==> config.mk <==
export PLATFORM = sky130hd
export DESIGN_NAME = na_adapter
export DESIGN_NICKNAME = d
export VERILOG_FILES = /design/src/rtl/na_pkg.sv /design/src/rtl/na_packetizer.sv /design/src/rtl/na_phit_ser.sv /design/src/rtl/na_phit_deser.sv /design/src/rtl/na_depacketizer.sv /design/src/rtl/na_adapter.sv
export SDC_FILE = /design/constraint.sdc
export NUM_CORES = 1
export LEC_CHECK = 0
export BUFFER_PORTS_ARGS = -buffer_cell sky130_fd_sc_hd__buf_4
export CAP_MARGIN = 20
export CELL_PAD_IN_SITES_DETAIL_PLACEMENT = 1
export CELL_PAD_IN_SITES_GLOBAL_PLACEMENT = 1
export CORE_MARGIN = 2
export CORE_UTILIZATION = 37
export CTS_CLUSTER_SIZE = 10
export DETAILED_ROUTE_END_ITERATION = 8
export PLACE_DENSITY_LB_ADDON = 0.08
export SLEW_MARGIN = 40
export SYNTH_ARGS = -nofsm -noshare
export SYNTH_HDL_FRONTEND = slang
export SYNTH_SLANG_ARGS = --single-unit
==> constraint.sdc <==
create_clock -name clk -period 1.9 [get_ports clk]
set_input_delay 0.57 -clock clk [delete_from_list [all_inputs] [get_ports clk]]
set_output_delay 0.57 -clock clk [all_outputs]
set_load 0.02 [all_outputs]
==> src/rtl/na_pkg.sv <==
package na_pkg;

    localparam int FLIT_W  = 32;
    localparam int WORD_W  = 32;
    localparam int LEN_W   = 16;
    localparam int USER_W  = 8;
    localparam int COORD_W = 4;

    // Header flit layout: MSB first, so dst_x lands in [31:28]
    typedef struct packed {
        logic [COORD_W-1:0] dst_x;
        logic [COORD_W-1:0] dst_y;
        logic [USER_W-1:0]  user;
        logic [LEN_W-1:0]   len;
    } na_hdr_t;

    typedef enum logic [1:0] {
        PK_IDLE = 2'd0,
        PK_HDR  = 2'd1,
        PK_PAY  = 2'd2
    } pk_state_t;

    typedef enum logic {
        DP_HDR = 1'b0,
        DP_PAY = 1'b1
    } dp_state_t;

    function automatic logic is_final(input logic [LEN_W-1:0] remain);
        return remain == LEN_W'(1);
    endfunction

endpackage

==> src/rtl/na_packetizer.sv <==
module na_packetizer
    import na_pkg::*;
(
    input  logic              clk,
    input  logic              rst,
    input  logic              msg_valid,
    output logic              msg_ready,
    input  na_hdr_t           msg_hdr,
    input  logic              word_valid,
    output logic              word_ready,
    input  logic [WORD_W-1:0] word,
    input  logic              ser_idle,
    output logic              flit_valid,
    input  logic              flit_ready,
    output logic [FLIT_W-1:0] flit
);

    pk_state_t         state;
    na_hdr_t           hdr_q;
    logic [LEN_W-1:0]  remain;

    assign msg_ready = (state == PK_IDLE) && ser_idle;

    always_comb begin
        flit_valid = 1'b0;
        flit       = '0;
        word_ready = 1'b0;
        case (state)
            PK_HDR: begin
                flit_valid = 1'b1;
                flit       = hdr_q;
            end
            PK_PAY: begin
                flit_valid = word_valid;
                flit       = word;
                word_ready = flit_ready;
            end
            default: ;
        endcase
    end

    always_ff @(posedge clk) begin
        if (rst) begin
            state  <= PK_IDLE;
            hdr_q  <= '0;
            remain <= '0;
        end else begin
            case (state)
                PK_IDLE: if (msg_valid && msg_ready) begin
                    hdr_q  <= msg_hdr;
                    remain <= msg_hdr.len;
                    state  <= PK_HDR;
                end
                PK_HDR: if (flit_ready) begin
                    state <= (remain == '0) ? PK_IDLE : PK_PAY;
                end
                PK_PAY: if (word_valid && flit_ready) begin
                    remain <= remain - LEN_W'(1);
                    if (is_final(remain)) state <= PK_IDLE;
                end
                default: state <= PK_IDLE;
            endcase
        end
    end

    AST_BUSY_AFTER_ACCEPT: assert property (@(posedge clk) disable iff (rst)
        msg_valid && msg_ready |=> !msg_ready);

endmodule

==> src/rtl/na_phit_ser.sv <==
module na_phit_ser
    import na_pkg::*;
#(
    parameter int PHITS = 2
) (
    input  logic                    clk,
    input  logic                    rst,
    input  logic                    flit_valid,
    output logic                    flit_ready,
    input  logic [FLIT_W-1:0]       flit,
    output logic                    phit_valid,
    input  logic                    phit_ready,
    output logic [FLIT_W/PHITS-1:0] phit,
    output logic                    idle
);

    localparam int PHIT_W = FLIT_W / PHITS;
    localparam int IDX_W  = (PHITS > 1) ? $clog2(PHITS) : 1;

    logic              busy;
    logic [FLIT_W-1:0] hold;
    logic [IDX_W-1:0]  idx;
    logic [PHIT_W-1:0] slice [PHITS];
    logic              last;

    for (genvar g = 0; g < PHITS; g++) begin : g_slice
        assign slice[g] = hold[g*PHIT_W +: PHIT_W];
    end

    assign last       = (idx == IDX_W'(PHITS - 1));
    assign phit_valid = busy;
    assign phit       = slice[idx];
    assign flit_ready = !busy || (phit_ready && last);
    assign idle       = !busy;

    always_ff @(posedge clk) begin
        if (rst) begin
            busy <= 1'b0;
            hold <= '0;
            idx  <= '0;
        end else if (flit_valid && flit_ready) begin
            busy <= 1'b1;
            hold <= flit;
            idx  <= '0;
        end else if (busy && phit_ready) begin
            if (last) busy <= 1'b0;
            else      idx  <= idx + IDX_W'(1);
        end
    end

    AST_PHIT_HOLD: assert property (@(posedge clk) disable iff (rst)
        phit_valid && !phit_ready |=> phit_valid && $stable(phit));

endmodule

==> src/rtl/na_phit_deser.sv <==
module na_phit_deser
    import na_pkg::*;
#(
    parameter int PHITS = 2
) (
    input  logic                    clk,
    input  logic                    rst,
    input  logic                    phit_valid,
    output logic                    phit_ready,
    input  logic [FLIT_W/PHITS-1:0] phit,
    output logic                    flit_valid,
    input  logic                    flit_ready,
    output logic [FLIT_W-1:0]       flit
);

    localparam int PHIT_W = FLIT_W / PHITS;
    localparam int IDX_W  = (PHITS > 1) ? $clog2(PHITS) : 1;

    logic              full;
    logic [IDX_W-1:0]  idx;
    logic [PHIT_W-1:0] part [PHITS];
    logic              last;

    for (genvar g = 0; g < PHITS; g++) begin : g_join
        assign flit[g*PHIT_W +: PHIT_W] = part[g];
    end

    assign last       = (idx == IDX_W'(PHITS - 1));
    assign phit_ready = !full;
    assign flit_valid = full;

    always_ff @(posedge clk) begin
        if (rst) begin
            full <= 1'b0;
            idx  <= '0;
            for (int k = 0; k < PHITS; k++) part[k] <= '0;
        end else begin
            if (full && flit_ready) full <= 1'b0;
            if (phit_valid && phit_ready) begin
                part[idx] <= phit;
                if (last) begin
                    full <= 1'b1;
                    idx  <= '0;
                end else begin
                    idx <= idx + IDX_W'(1);
                end
            end
        end
    end

    AST_FLIT_AFTER_LAST: assert property (@(posedge clk) disable iff (rst)
        $rose(flit_valid) |-> $past(phit_valid && phit_ready && last));

endmodule

==> src/rtl/na_depacketizer.sv <==
module na_depacketizer
    import na_pkg::*;
(
    input  logic               clk,
    input  logic               rst,
    input  logic               flit_valid,
    output logic               flit_ready,
    input  logic [FLIT_W-1:0]  flit,
    output logic               hdr_valid,
    output na_hdr_t            hdr,
    output logic               word_valid,
    output logic [WORD_W-1:0]  word,
    output logic               eom
);

    dp_state_t        state;
    logic [LEN_W-1:0] remain;
    na_hdr_t          in_hdr;

    assign flit_ready = 1'b1;
    assign in_hdr     = na_hdr_t'(flit);

    always_ff @(posedge clk) begin
        if (rst) begin
            state      <= DP_HDR;
            remain     <= '0;
            hdr_valid  <= 1'b0;
            hdr        <= '0;
            word_valid <= 1'b0;
            word       <= '0;
            eom        <= 1'b0;
        end else begin
            hdr_valid  <= 1'b0;
            word_valid <= 1'b0;
            eom        <= 1'b0;
            if (flit_valid) begin
                if (state == DP_HDR) begin
                    hdr_valid <= 1'b1;
                    hdr       <= in_hdr;
                    remain    <= in_hdr.len;
                    eom       <= (in_hdr.len == '0);
                    if (in_hdr.len != '0) state <= DP_PAY;
                end else begin
                    word_valid <= 1'b1;
                    word       <= flit;
                    eom        <= is_final(remain);
                    remain     <= remain - LEN_W'(1);
                    if (is_final(remain)) state <= DP_HDR;
                end
            end
        end
    end

    AST_HDR_WORD_EXCL: assert property (@(posedge clk) disable iff (rst)
        !(hdr_valid && word_valid));

    AST_EOM_QUALIFIED: assert property (@(posedge clk) disable iff (rst)
        eom |-> (word_valid || (hdr_valid && hdr.len == '0)));

endmodule

==> src/rtl/na_adapter.sv <==
module na_adapter
    import na_pkg::*;
#(
    parameter int PHITS_PER_FLIT = 2
) (
    input  logic                             clk,
    input  logic                             rst,
    input  logic                             tx_msg_valid,
    output logic                             tx_msg_ready,
    input  logic [3:0]                       tx_dst_x,
    input  logic [3:0]                       tx_dst_y,
    input  logic [7:0]                       tx_user,
    input  logic [15:0]                      tx_len,
    input  logic                             tx_word_valid,
    output logic                             tx_word_ready,
    input  logic [31:0]                      tx_word,
    output logic                             tx_phit_valid,
    input  logic                             tx_phit_ready,
    output logic [32/PHITS_PER_FLIT-1:0]     tx_phit,
    input  logic                             rx_phit_valid,
    output logic                             rx_phit_ready,
    input  logic [32/PHITS_PER_FLIT-1:0]     rx_phit,
    output logic                             rx_hdr_valid,
    output logic [3:0]                       rx_dst_x,
    output logic [3:0]                       rx_dst_y,
    output logic [7:0]                       rx_user,
    output logic [15:0]                      rx_len,
    output logic                             rx_word_valid,
    output logic [31:0]                      rx_word,
    output logic                             rx_eom
);

    na_hdr_t           tx_hdr;
    na_hdr_t           rx_hdr;
    logic              ser_idle;
    logic              txf_valid, txf_ready;
    logic [FLIT_W-1:0] txf;
    logic              rxf_valid, rxf_ready;
    logic [FLIT_W-1:0] rxf;

    assign tx_hdr = '{dst_x: tx_dst_x, dst_y: tx_dst_y, user: tx_user, len: tx_len};

    na_packetizer u_pack (
        .clk        (clk),
        .rst        (rst),
        .msg_valid  (tx_msg_valid),
        .msg_ready  (tx_msg_ready),
        .msg_hdr    (tx_hdr),
        .word_valid (tx_word_valid),
        .word_ready (tx_word_ready),
        .word       (tx_word),
        .ser_idle   (ser_idle),
        .flit_valid (txf_valid),
        .flit_ready (txf_ready),
        .flit       (txf)
    );

    na_phit_ser #(.PHITS(PHITS_PER_FLIT)) u_ser (
        .clk        (clk),
        .rst        (rst),
        .flit_valid (txf_valid),
        .flit_ready (txf_ready),
        .flit       (txf),
        .phit_valid (tx_phit_valid),
        .phit_ready (tx_phit_ready),
        .phit       (tx_phit),
        .idle       (ser_idle)
    );

    na_phit_deser #(.PHITS(PHITS_PER_FLIT)) u_deser (
        .clk        (clk),
        .rst        (rst),
        .phit_valid (rx_phit_valid),
        .phit_ready (rx_phit_ready),
        .phit       (rx_phit),
        .flit_valid (rxf_valid),
        .flit_ready (rxf_ready),
        .flit       (rxf)
    );

    na_depacketizer u_depack (
        .clk        (clk),
        .rst        (rst),
        .flit_valid (rxf_valid),
        .flit_ready (rxf_ready),
        .flit       (rxf),
        .hdr_valid  (rx_hdr_valid),
        .hdr        (rx_hdr),
        .word_valid (rx_word_valid),
        .word       (rx_word),
        .eom        (rx_eom)
    );

    assign rx_dst_x = rx_hdr.dst_x;
    assign rx_dst_y = rx_hdr.dst_y;
    assign rx_user  = rx_hdr.user;
    assign rx_len   = rx_hdr.len;

    AST_IDLE_TX_QUIET: assert property (@(posedge clk) disable iff (rst)
        tx_msg_ready |-> !tx_phit_valid);

endmodule

# Word level (Yosys, flattened, before mapping)
# Memory sizes are Yosys's and may differ from the RTL's.
# Index checks and enable logic that the tools add are counted.
[word_totals]
mem_bits_rw = 32
out_inout_bits = 87
reg_bits = 170
wordCells = 102
n_memories = 1
[memory_table]
columns = ["memory", "depth", "width", "read_ports", "rd_clocked_by_memory_dff", "wr", "line", "text"]
rows = [
  ["u_deser.part", 2, 16, 2, 0, 2, "na_phit_deser.sv:21", "logic [PHIT_W-1:0] part [PHITS];"],
]
[classes]
magnitude_cmp = 1
muxes = 36
add_sub_neg = 4
bitwise_logic = 4
eq_ne = 8
reduce_logical = 27
[op_table]
columns = ["operator", "count"]
rows = [
  ["two-way mux 16 bit", 7],
  ["case mux 32 bit (2 select lines)", 1],
  ["== test 16 x 1 -> 1 bit (second input constant)", 2],
  ["zero test 16 bit", 2],
  ["case mux 16 bit (2 select lines)", 1],
  ["subtractor 16 x 1 -> 16 bit (second input constant)", 2],
  ["two-way mux 1 bit", 20],
  ["nonzero test 16 bit", 1],
  ["OR reduction 16 bit", 1],
  ["two-way mux 2 bit", 5],
  ["AND reduction 2 bit", 4],
  ["logical AND 1 bit", 7],
  ["inequality test 2 x 1 -> 1 bit (second input constant)", 3],
  ["case mux 2 bit (3 select lines)", 1],
  ["nonzero test 2 bit", 3],
  ["OR reduction 2 bit", 3],
  ["AND reduction 4 bit", 1],
  ["inverter 1 bit", 3],
  ["AND reduction 3 bit", 1],
  ["adder 1 bit (second input constant)", 2],
  ["== test 2 x 1 -> 1 bit (second input constant)", 1],
  ["== test 2 bit (second input constant)", 1],
  [">= comparator 2 bit (second input constant)", 1],
  ["zero test 1 bit", 2],
  ["5 further kinds", 5],
]

# Longest topological paths before layout
# Gate-level depths: netlist of run 1.
[depth]
depth_word = 7
depth_mapped = 9

# Hierarchy
# Synthesis of run 1 repeated with hierarchy kept, for this count alone.
[hier_totals]
hier_cells = 1064
area_unflattened_um2 = 9195.1
[by_module_without_submodules]
columns = ["mod", "seq_area_each_um2", "area_per_inst_um2", "cells_each", "n_inst"]
rows = [
  ["na_depacketizer", 1681.6, 3342.0, 426, 1],
  ["na_packetizer", 1001.0, 2881.5, 380, 1],
  ["na_phit_ser", 680.7, 1619.1, 175, 1],
  ["na_phit_deser", 1001.0, 1352.5, 83, 1],
]

# Worst setup path before layout of run 1
# No wires, ideal clock.
[synth_path]
path_kind = "reg2reg"
from = "register u_pack.state[0]"
to = "register u_pack.remain[6]"
period_less_slack_ns = 2.006
setup_ns = 0.131
setup_slack_ns = -0.106
stages_incl_launch_ff = 10
arrival_ns = 1.875
path_cell_list = "dfxtp_1 > inv_1 > ha_1 > clkbuf_1 > buf_2 > clkbuf_1 > buf_1 > nand4_1 > a21oi_1 > o32ai_1"
[synth_via]
elab_chain_cells = 5
[synth_rtl]
columns = ["item", "line", "text"]
rows = [
  ["from (decl)", "na_packetizer.sv:18", "pk_state_t state;"],
  ["from (signal assigned)", "na_packetizer.sv:55", "state <= (remain == '0) ? PK_IDLE : PK_PAY;"],
  ["zero test 2 bit", "na_packetizer.sv:22, na_packetizer.sv:48", ""],
  ["logical AND 1 bit", "na_packetizer.sv:22", "assign msg_ready = (state == PK_IDLE) && ser_idle;"],
  ["logical AND 1 bit", "na_packetizer.sv:49", "PK_IDLE: if (msg_valid && msg_ready) begin"],
  ["inequality test 2 bit (no line)", "-", ""],
  ["AND reduction 3 bit (no line)", "-", ""],
  ["to (signal assigned)", "na_packetizer.sv:51", "remain <= msg_hdr.len;"],
  ["to (signal assigned)", "na_packetizer.sv:58", "remain <= remain - LEN_W'(1);"],
  ["to (decl)", "na_packetizer.sv:20", "logic [LEN_W-1:0] remain;"],
]
# Several ways; a longest one is shown, not always the timed one.
# A chain may end at the register's enable or synchronous reset.

# Final worst setup path of run 1
[layout_path]
from = "register u_ser.idx"
to = "output port tx_phit[11]"
[layout_via]
elab_chain_cells = 4
[layout_rtl]
columns = ["item", "line", "text"]
rows = [
  ["from (decl)", "na_phit_ser.sv:22", "logic [IDX_W-1:0] idx;"],
  ["from (signal assigned)", "na_phit_ser.sv:47", "else idx <= idx + IDX_W'(1);"],
  ["inverter 1 -> 2 bit (implied by the code)", "na_phit_ser.sv:32", "assign phit = slice[idx];"],
  ["two-way mux 16 bit (implied by the code) (3 in series)", "na_phit_ser.sv:32", ""],
  ["to (decl)", "na_adapter.sv:19", "output logic [32/PHITS_PER_FLIT-1:0] tx_phit,"],
]
# No other way between the ends. The select of a mux whose other input is x is not followed.

==> reports/metrics.csv, run 1 <==
metric,value,unit
grt_pass1_wl,45700,um
min_period,2.10,ns
dieArea,0.0247,mm^2
synthArstFlopShare,0,%
maxSlewHeadroom,54.3,%
netlist.top_cell.by_area,dfxtp_1,
die_width,157,um
grt_pass1_vias,8273,
grt_setup_unrepaired,yes,
cp-startpoint,u_ser.idx,
drive_gt1_share,28.3,%
leakagePower,4.54,nW
clockRootBuffer,clkbuf_16,
min_from,tx_dst_y[2],
dp_hpwl,20300,um
wirelength,29900,um
core,0.0228,mm^2
power_frac_seq,35.3,%
synth_ff_type,dfxtp_1,
hold_class,input port to register,
switching_share,35.3,%
worst_pin_slew,0.685,ns
synth.distinct_cells,64,
yosysMostFrequentCell,nand2_1,
fmax,476,MHz
critPathLaunchType,register,
cp.required,1.33,ns
viasPerCell,5.33,
diodes,0,
nets,1299,
hold_violations,0,
avgRoutedWirePerCell,19.5,um
drv_slew,0,
drt_iter0_markers,464,
cts_inserted_buffers,25,
fin_ws,-0.202,ns
cts_tree,built,
start_util,38.0,%
power_density,1320,mW/mm^2
synth_nets,1097,
clock-sinks,202,
comb_power_share,36.7,%
row_count,55,
multiInputGateArea,0.00417,mm^2
h-tree-depth,1,
pwr-share-clk,28.0,%
clock_latency,0.53,ns
grt_usage,23.3,%
grt-ovfl-total,0,
power,15.6,mW
synthTopCellsByCount,"223 x nand2_1, 170 x dfxtp_1, 124 x a21oi_1",
outcome,finished with violations,
synth_edf_count,32,
area_delta_synth_final,36.7,%
violations,setup timing,
drv_cap,0,
die_h,157,um
antenna_found_initial,0,
synth_cells,1002,
grt_max_degree,65,
fillers,2646,
critPathCaptureType,primary output,
peakVddDrop,0.000707,V
clockBufferDepth,3,
regToRegStartpoint,u_pack.state[0],
ant_nets,0,
synth_seq_cells,202,
worst_ep_arrival_time,1.53,ns
drc,0,
numPortBuffers,172,
p_sw,5.49,mW
finalSetupViolCount,18,
vias,8151,
finalSetupTns,-3.38,ns
netlist.area_leader.share,39.3,%
place_congestion,0.835,
skew,0.00970,ns
ioPinCount,173,
period_share,111,%
clkTransAtPathRegs,0.06,ns
ys_top_cells_by_area,"dfxtp_1 39%, edfxtp_1 11%, nand2_1 9.7%, a21oi_1 7.2%, a211oi_1 3.5%",
syn_area_per_cell,8.64,um^2
syn_area,0.00866,mm^2
dr.pass1.iters,5,
cp_max_fo,7,
synth_warnings,0,
ys_seq_area_share,50.4,%
p_int,10.1,mW
seq_area,0.00438,mm^2
critical_path_class,register to primary output,
[flip-flops by register name, summed over array words and instances (netlist names)]
register and flops:
u_ser.idx 1, u_depack.hdr_valid 1, u_pack.remain 16, u_depack.word_valid 1, u_ser.phit_valid 1, u_depack.remain 16, u_deser.flit_valid 1, u_pack.hdr_q 32
u_deser.part 32, u_depack.eom 1, u_pack.state 2, u_depack.hdr 32, u_depack.state 1, u_depack.word 32, u_ser.hold 32, u_deser.idx 1
[cells in the final DEF, fill, tap and decap left out, types with 20 or more instances in the layout]
master,synthesis,layout
a22oi_1,36,36
edfxtp_1,32,32
dfxtp_1,170,165
and2_1,33,33
clkbuf_16,0,27
buf_6,1,20
a211oi_1,40,25
buf_4,0,220
nor2_1,61,57
a21oi_1,124,124
nand2_1,223,223
[final cells by class]
class                   instances  area share, %
clock inverters                 3          0.264
flip-flops and latches        202           36.9
well taps                     313           3.31
inverters                      14          0.518
clock buffers                  37           5.92
repair buffers                251           17.9
multi-input cells             710           35.2
[critical path, stage by stage (launching register included)]
cell     delay [ns]
dfxtp_4        0.41
buf_12         0.15
mux2_4         0.31
buf_6          0.13
[kinds of logic after synthesis]
family                   after synthesis  share of synthesized area (%)
AO/OA/AOI/OAI                        274                           20.3
XOR/XNOR                               3                          0.303
adder cells (fa/ha/maj)                9                           1.30
buffers and inverters                 90                           4.04
flip-flops                           202                           50.4
multiplexers                          22                           2.80
AND/OR/NAND/NOR                      402                           20.9
[per-stage QoR]
step	area [um^2]	utilization (%)	setup slack, ns	std cells	hold WS [ns]
2_1_floorplan	8670	-	-0.0143	1002	0.436
3_3_place_gp	10600	46.7	0.00692	1475	0.443
3_5_place_dp	10600	46.7	-0.0116	1475	0.448
4_1_cts	11600	51.0	-0.231	1521	0.274
5_1_grt	11800	52.0	-0.239	1530	0.291
6_report	11800	52.0	-0.202	1530	0.295
[power groups by stage]
stage / clock (mW) / combinational (mW) / sequential [mW]
after floorplan: 0 / 3.05 / 5.39
after CTS: 4.47 / 5.31 / 5.49
after global routing: 4.66 / 6.23 / 5.58
after detailed placement: 0 / 4.94 / 5.54
after global placement: 0 / 4.86 / 5.52
final: 4.36 / 5.72 / 5.51
[repair_timing]
item / CTS / global route
hold buffers: 0 / 0
pin swaps: 1 / 3
cloned: 1 / 2
resized for setup: 54 / 26
endpoints found under the setup margin: 19 / 29
setup buffers: 5 / 7
[metal layers]
layer,vias to the layer above,share of wire (%),track usage [%]
met5,-,0,0
met4,0,1.3,4.37
met3,31,6.8,4.96
met2,212,49,40.1
met1,3960,43,30.5
li1,3948,-,-
[worst paths after layout]
kind                            to  slack [ns]  cells after the start
setup reg to reg  u_pack.remain[5]        0.03                      8
setup / recovery       tx_phit[11]       -0.20                      3
hold reg to reg   u_pack.hdr_q[24]        0.46                      2
hold / removal    u_pack.hdr_q[26]        0.29                      3
(Power assumes the default switching activity.)
==> run 2, diff against run 1 <==
- ABC_AREA: default -> 1
- CORE_UTILIZATION: 37 -> 36
==> reports/metrics.csv, run 2 <==
metric,value,unit,change
netlist.area_leader.share,39.1,%,-0.19 points
rrSetupSlack,0.20,ns,+0.17 ns
synth_edf_count,32,,unchanged
grt_pass1_wl,45100,um,-1.5%
drt_iter0_markers,387,,-17%
grt-ovfl-total,0,,unchanged
dr_wl_met3,1090,um,-46%
clockBufferDepth,3,,unchanged
viasPerCell,4.93,,-7.4%
antenna_found_initial,1,,+1
routed.top_layer,met5,,
most-common-layout-cells,"191 x nand2_1, 179 x buf_4, 173 x o21ai_0",,
mostFrequentLayoutCell,nand2_1,,
hold_class,input port to register,,
skew,0.0128,ns,+0.00307 ns
vias,8231,,+0.98%
drc,0,,unchanged
violations,setup timing,,
fillers,2902,,+9.7%
nets,1433,,+10%
ys_seq_area_share,50.1,%,-0.25 points
maxSlewHeadroom,74.4,%,+20 points
synth_ff_type,dfxtp_1,,
fmax,492,MHz,+3.5%
grt_setup_unrepaired,yes,,
outcome,finished with violations,,
placed_area,0.0104,mm^2,-2.2%
grt_usage,21.8,%,-1.5 points
die_width,159,um,+1.6%
power,14.4,mW,-7.4%
critical_path_class,register to primary output,,
regToRegStartpoint,u_pack.state[1],,
cts_hold_buffers,0,,unchanged
min_to,u_deser.flit_valid,,
cts_tree,built,,
row_count,56,,+1.8%
place_congestion,0.802,,-4.1%
worstHoldPathCells,2,,-1
synth.distinct_cells,28,,-56%
dp_hpwl,20100,um,-1.3%
dp_worst_setup_slack,0.135,ns,+0.146 ns
synth_cells,1168,,+17%
min_period,2.03,ns,-0.0703 ns
drv_cap,0,,unchanged
cp_max_fo,8,,+1
cts_inserted_buffers,25,,unchanged
leakagePower,4.94,nW,+8.8%
hold_violations,0,,unchanged
dieArea,0.0254,mm^2,+3.2%
ioPinCount,173,,unchanged
netlist.top_cell.by_area,dfxtp_1,,
clkTransAtPathRegs,0.05,ns,about the same
worst_ep_arrival_time,1.46,ns,-0.07 ns
timing.rr.end,u_ser.hold[23],,
synth_nets,1263,,+15%
grt_max_degree,67,,+3.1%
synth_warnings,0,,unchanged
yosysMostFrequentCell,nand2_1,,
final_area,0.0116,mm^2,-2.5%
area_delta_synth_final,32.7,%,
dr.pass1.iters,4,,-1
die_h,159,um,+1.6%
clockRootBuffer,clkbuf_16,,
critPathCaptureType,primary output,,
critPathLaunchType,register,,
rr_worst_depth,9,,+1
clock-sinks,202,,unchanged
power_density,1250,mW/mm^2,-5.0%
wirelength,28500,um,-4.7%
diodes,0,,unchanged
wl_met1,12300,um,-3.6%
drv_slew,0,,unchanged
avgRoutedWirePerCell,17.1,um,-13%
peakVddDrop,0.000578,V,-18%
synthTopCellsByCount,"202 x nand2_1, 189 x o21ai_0, 170 x dfxtp_1",,
period_share,107,%,-3.7 points
synthArstFlopShare,0,%,unchanged
synth_seq_cells,202,,unchanged
clock_latency,0.53,ns,about the same
ys_top_cells_by_area,"dfxtp_1 39%, edfxtp_1 11%, o21ai_0 11%, nand2_1 8.7%, nor2_1 7.2%",,
core,0.0236,mm^2,+3.7%
worst_pin_slew,0.383,ns,-0.302 ns
finalSetupViolCount,18,,unchanged
syn_area,0.00870,mm^2,+0.49%
grt_pass1_vias,8404,,+1.6%
drive_gt1_share,22.2,%,-6.0 points
start_util,36.9,%,-1.2 points
ant_nets,0,,unchanged
wl_met2,14600,um,-0.69%
cp.required,1.33,ns,about the same
h-tree-depth,1,,unchanged
numPortBuffers,172,,unchanged
post-route-util,48.9,%,-3.1 points
syn_area_per_cell,7.45,um^2,-14%
fin_ws,-0.131,ns,+0.0703 ns
min_from,rst,,
## run 2: changes by cell type in the layout (fill, tap and decap cells not counted), sizes merged, moves of 21 or more
cell    previous run  this run
a22oi             36         0
nor2              61       177
o21ai             15       190
inv               15       136
buf              249       209
a211oi            40         0
nand3              9        30
and2              33         0
## run 2: where the power goes
part           switching [mW]  internal (mW)  leakage [nW]  total (mW)
Combinational            2.90           1.79          2.87        4.68
Sequential              0.433           5.06          1.72        5.50
Clock                    1.81           2.45         0.347        4.26
## run 2: worst max-delay path by stage
stage	depth (start not counted)	slack, ns	end	from
finish	4	-0.13	tx_phit[12]	u_ser.idx
global route	4	-0.19	tx_phit[11]	u_ser.idx
CTS	4	-0.15	tx_phit[12]	u_ser.idx
detailed placement	10	0.13	u_pack.remain[10]	u_pack.state[0]
global placement	9	0.20	u_pack.remain[10]	tx_phit_ready
floorplan	5	0.004	u_deser.part[1][0]	rst
## run 2: repair_timing
action	CTS	global route
setup buffers	7	0
endpoints found under the setup margin	18	18
cloned	2	0
resized for setup	80	11
pin swaps	15	2
## run 2: area by class of cell
cell class              count  area, um^2  area share, %
well taps                 319         399           3.46
clock buffers              34         669           5.80
repair buffers            209        1800           15.6
flip-flops and latches    202        4370           37.9
clock inverters             4        38.8          0.336
multi-input cells         765        3760           32.5
inverters                 135         513           4.44
## run 2: logic make-up after synthesis
| logic type | count (synthesis) | synth area share [%] |
|---|---|---|
| and+or+nand+nor | 427 | 19.7 |
| AOI/OAI and AO/OA | 319 | 18.4 |
| DFF | 202 | 50.1 |
| buffers and inverters | 201 | 9.37 |
| xor gates and xnor gates | 9 | 0.905 |
| adders and majority gates | 9 | 1.29 |
| muxes | 1 | 0.115 |
## run 2: metrics by stage
step	hold WS, ns	TNS, ns	std cells
finish	0.292	-1.56	1668
global route	0.277	-2.41	1668
CTS	0.273	-1.78	1668
detailed placement	0.438	0	1621
global placement	0.433	0	1621
floorplan	0.423	0	1168
## run 2: routing by layer
metal  track usage (%)  vias up
met5                 0        -
met4              4.50        2
met3              3.41       37
met2              40.2      166
met1              26.9     3940
li1                  -     4086
## run 2: worst max-delay path, cell delays in order (launching register included)
cell	delay, ns
dfxtp_4	0.36
buf_12	0.14
buf_16	0.15
o21ai_4	0.16
buf_6	0.14
==> run 3, diff against run 2 <==
==> constraint.sdc (replaced) <==
create_clock -name clk -period 1.9 [get_ports clk]
set_input_delay 0.095 -clock clk [delete_from_list [all_inputs] [get_ports clk]]
set_output_delay 0.095 -clock clk [all_outputs]
set_load 0.05 [all_outputs]
==> reports/metrics.csv, run 3 (same netlist as run 2, synthesis figures left out) <==
metric,value,unit,change
outcome,completed,,
power_density,1240,mW/mm^2,-1.0%
multiInputGateArea,0.00356,mm^2,-5.1%
cts_tree,built,,
die_h,159,um,unchanged
ant_nets,0,,unchanged
power,14.7,mW,+2.0%
diodes,0,,unchanged
row_count,56,,unchanged
dieArea,0.0254,mm^2,unchanged
grt_pass1_wl,46900,um,+4.1%
clockBufferDepth,3,,unchanged
grt_pass1_vias,8672,,+3.2%
ioPinCount,173,,unchanged
worst_pin_slew,0.409,ns,+0.0258 ns
drive_gt1_share,18.6,%,-3.6 points
drv_slew,0,,unchanged
drt_iter0_markers,536,,+39%
dp_hpwl,19900,um,-0.90%
numPortBuffers,172,,unchanged
drv_cap,0,,unchanged
die_width,159,um,unchanged
period_share,93.1,%,-14 points
dr.pass1.iters,4,,unchanged
critPathCaptureType,primary output,,
skew,0.0119,ns,-0.000887 ns
area_delta_synth_final,36.7,%,
nets,1497,,+4.5%
clockRootBuffer,clkbuf_16,,
clock_latency,0.53,ns,about the same
cp.required,1.80,ns,+0.47 ns
place_congestion,0.782,,-2.4%
fillers,2900,,-0.069%
hold_violations,0,,unchanged
grt_max_degree,72,,+7.5%
critPathLaunchType,register,,
grt_usage,22.8,%,+0.99 points
maxSlewHeadroom,72.7,%,-1.6 points
clock-sinks,202,,unchanged
crit_family,buffers and inverters,,
avgRoutedWirePerCell,17.0,um,-0.33%
vias,8449,,+2.6%
crit_path_max_incr_delay,0.36,ns,about the same
peakVddDrop,0.000765,V,+32%
cp_max_fo,33,,+25
antenna_found_initial,0,,-1
most-common-layout-cells,"201 x nand2_1, 195 x buf_4, 189 x o21ai_0",,
leakagePower,5.09,nW,+3.0%
grt-ovfl-total,0,,unchanged
seq_area,0.00436,mm^2,-0.20%
wirelength,29600,um,+3.8%
finalSetupTns,0,ns,+1.56 ns
drc,0,,unchanged
h-tree-depth,1,,unchanged
fmax,565,MHz,+15%
hold_class,input port to register,,
min_period,1.77,ns,-0.263 ns
critical_path_class,register to primary output,,
clkTransAtPathRegs,0.05,ns,about the same
viasPerCell,4.86,,-1.4%
path_cells,buf_6 > nand2_1 > o21ai_0 > buf_4,,
core,0.0236,mm^2,unchanged
worst_ep_arrival_time,1.67,ns,+0.21 ns
start_util,36.9,%,unchanged
mostFrequentLayoutCell,nand2_1,,
timing.critical_path.buf_inv,2,,-1
crit_slowest_cell,dfxtp_1,,
cts_inserted_buffers,25,,unchanged
finalSetupViolCount,0,,-18
run 3: worst paths after layout:
path                   start  slack, ns                to  cells past startpoint
min              tx_word[28]       0.02    u_ser.hold[28]                      5
max                u_ser.idx       0.13       tx_phit[14]                      4
min reg2reg   u_ser.hold[28]       0.44    u_ser.hold[28]                      2
max reg2reg  u_pack.state[1]       0.15  u_pack.remain[0]                     10
run 3: cell type report:
class / count / share of cell area [%]
clock buffer: 41 / 6.18
multi-input combinational: 765 / 30.0
sequential: 202 / 36.7
clock inverter: 2 / 0.210
tap: 319 / 3.36
inverter: 135 / 4.26
timing repair buffer: 273 / 19.3
run 3: repair_timing:
action | in CTS | in global routing
cloned | 0 | 0
hold buffers | 70 | 0
endpoints found under the hold margin | 102 | 0
pin swaps | 0 | 1
setup buffers | 0 | 5
resized for setup | 2 | 7
setup endpoints to repair | 1 | 51
run 3: worst reg2reg max path, cell delays in order (launching register included):
cell,delay (ns)
dfxtp_1,0.34
inv_1,0.11
ha_2,0.20
inv_1,0.07
nor2_4,0.09
nand2_2,0.06
nand2_1,0.12
nand3b_4,0.17
buf_4,0.21
o21ai_0,0.17
a21oi_1,0.07
run 3: where the power goes:
group          internal, mW  switching, mW
sequential             5.06          0.410
combinational          1.63           3.20
clock                  2.63           1.79
run 3: metrics by stage:
stage	utilization, %	hold slack, ns	worst slack (ns)	instance area, um^2	cells
floorplan	-	0.270	0.00463	8710	1168
global placement	43.9	0.372	0.194	10400	1619
detailed placement	43.9	0.384	0.0772	10400	1619
CTS	50.1	0.00609	0.00543	11800	1732
global route	50.4	0.0406	-0.00644	11900	1737
finish	50.4	0.0193	0.132	11900	1737
run 3: per-layer routing:
layer,GRT usage [%],wire (um)
met2,42.1,15200
met4,5.21,631
met5,0,0
met1,28.2,12800
met3,2.76,989
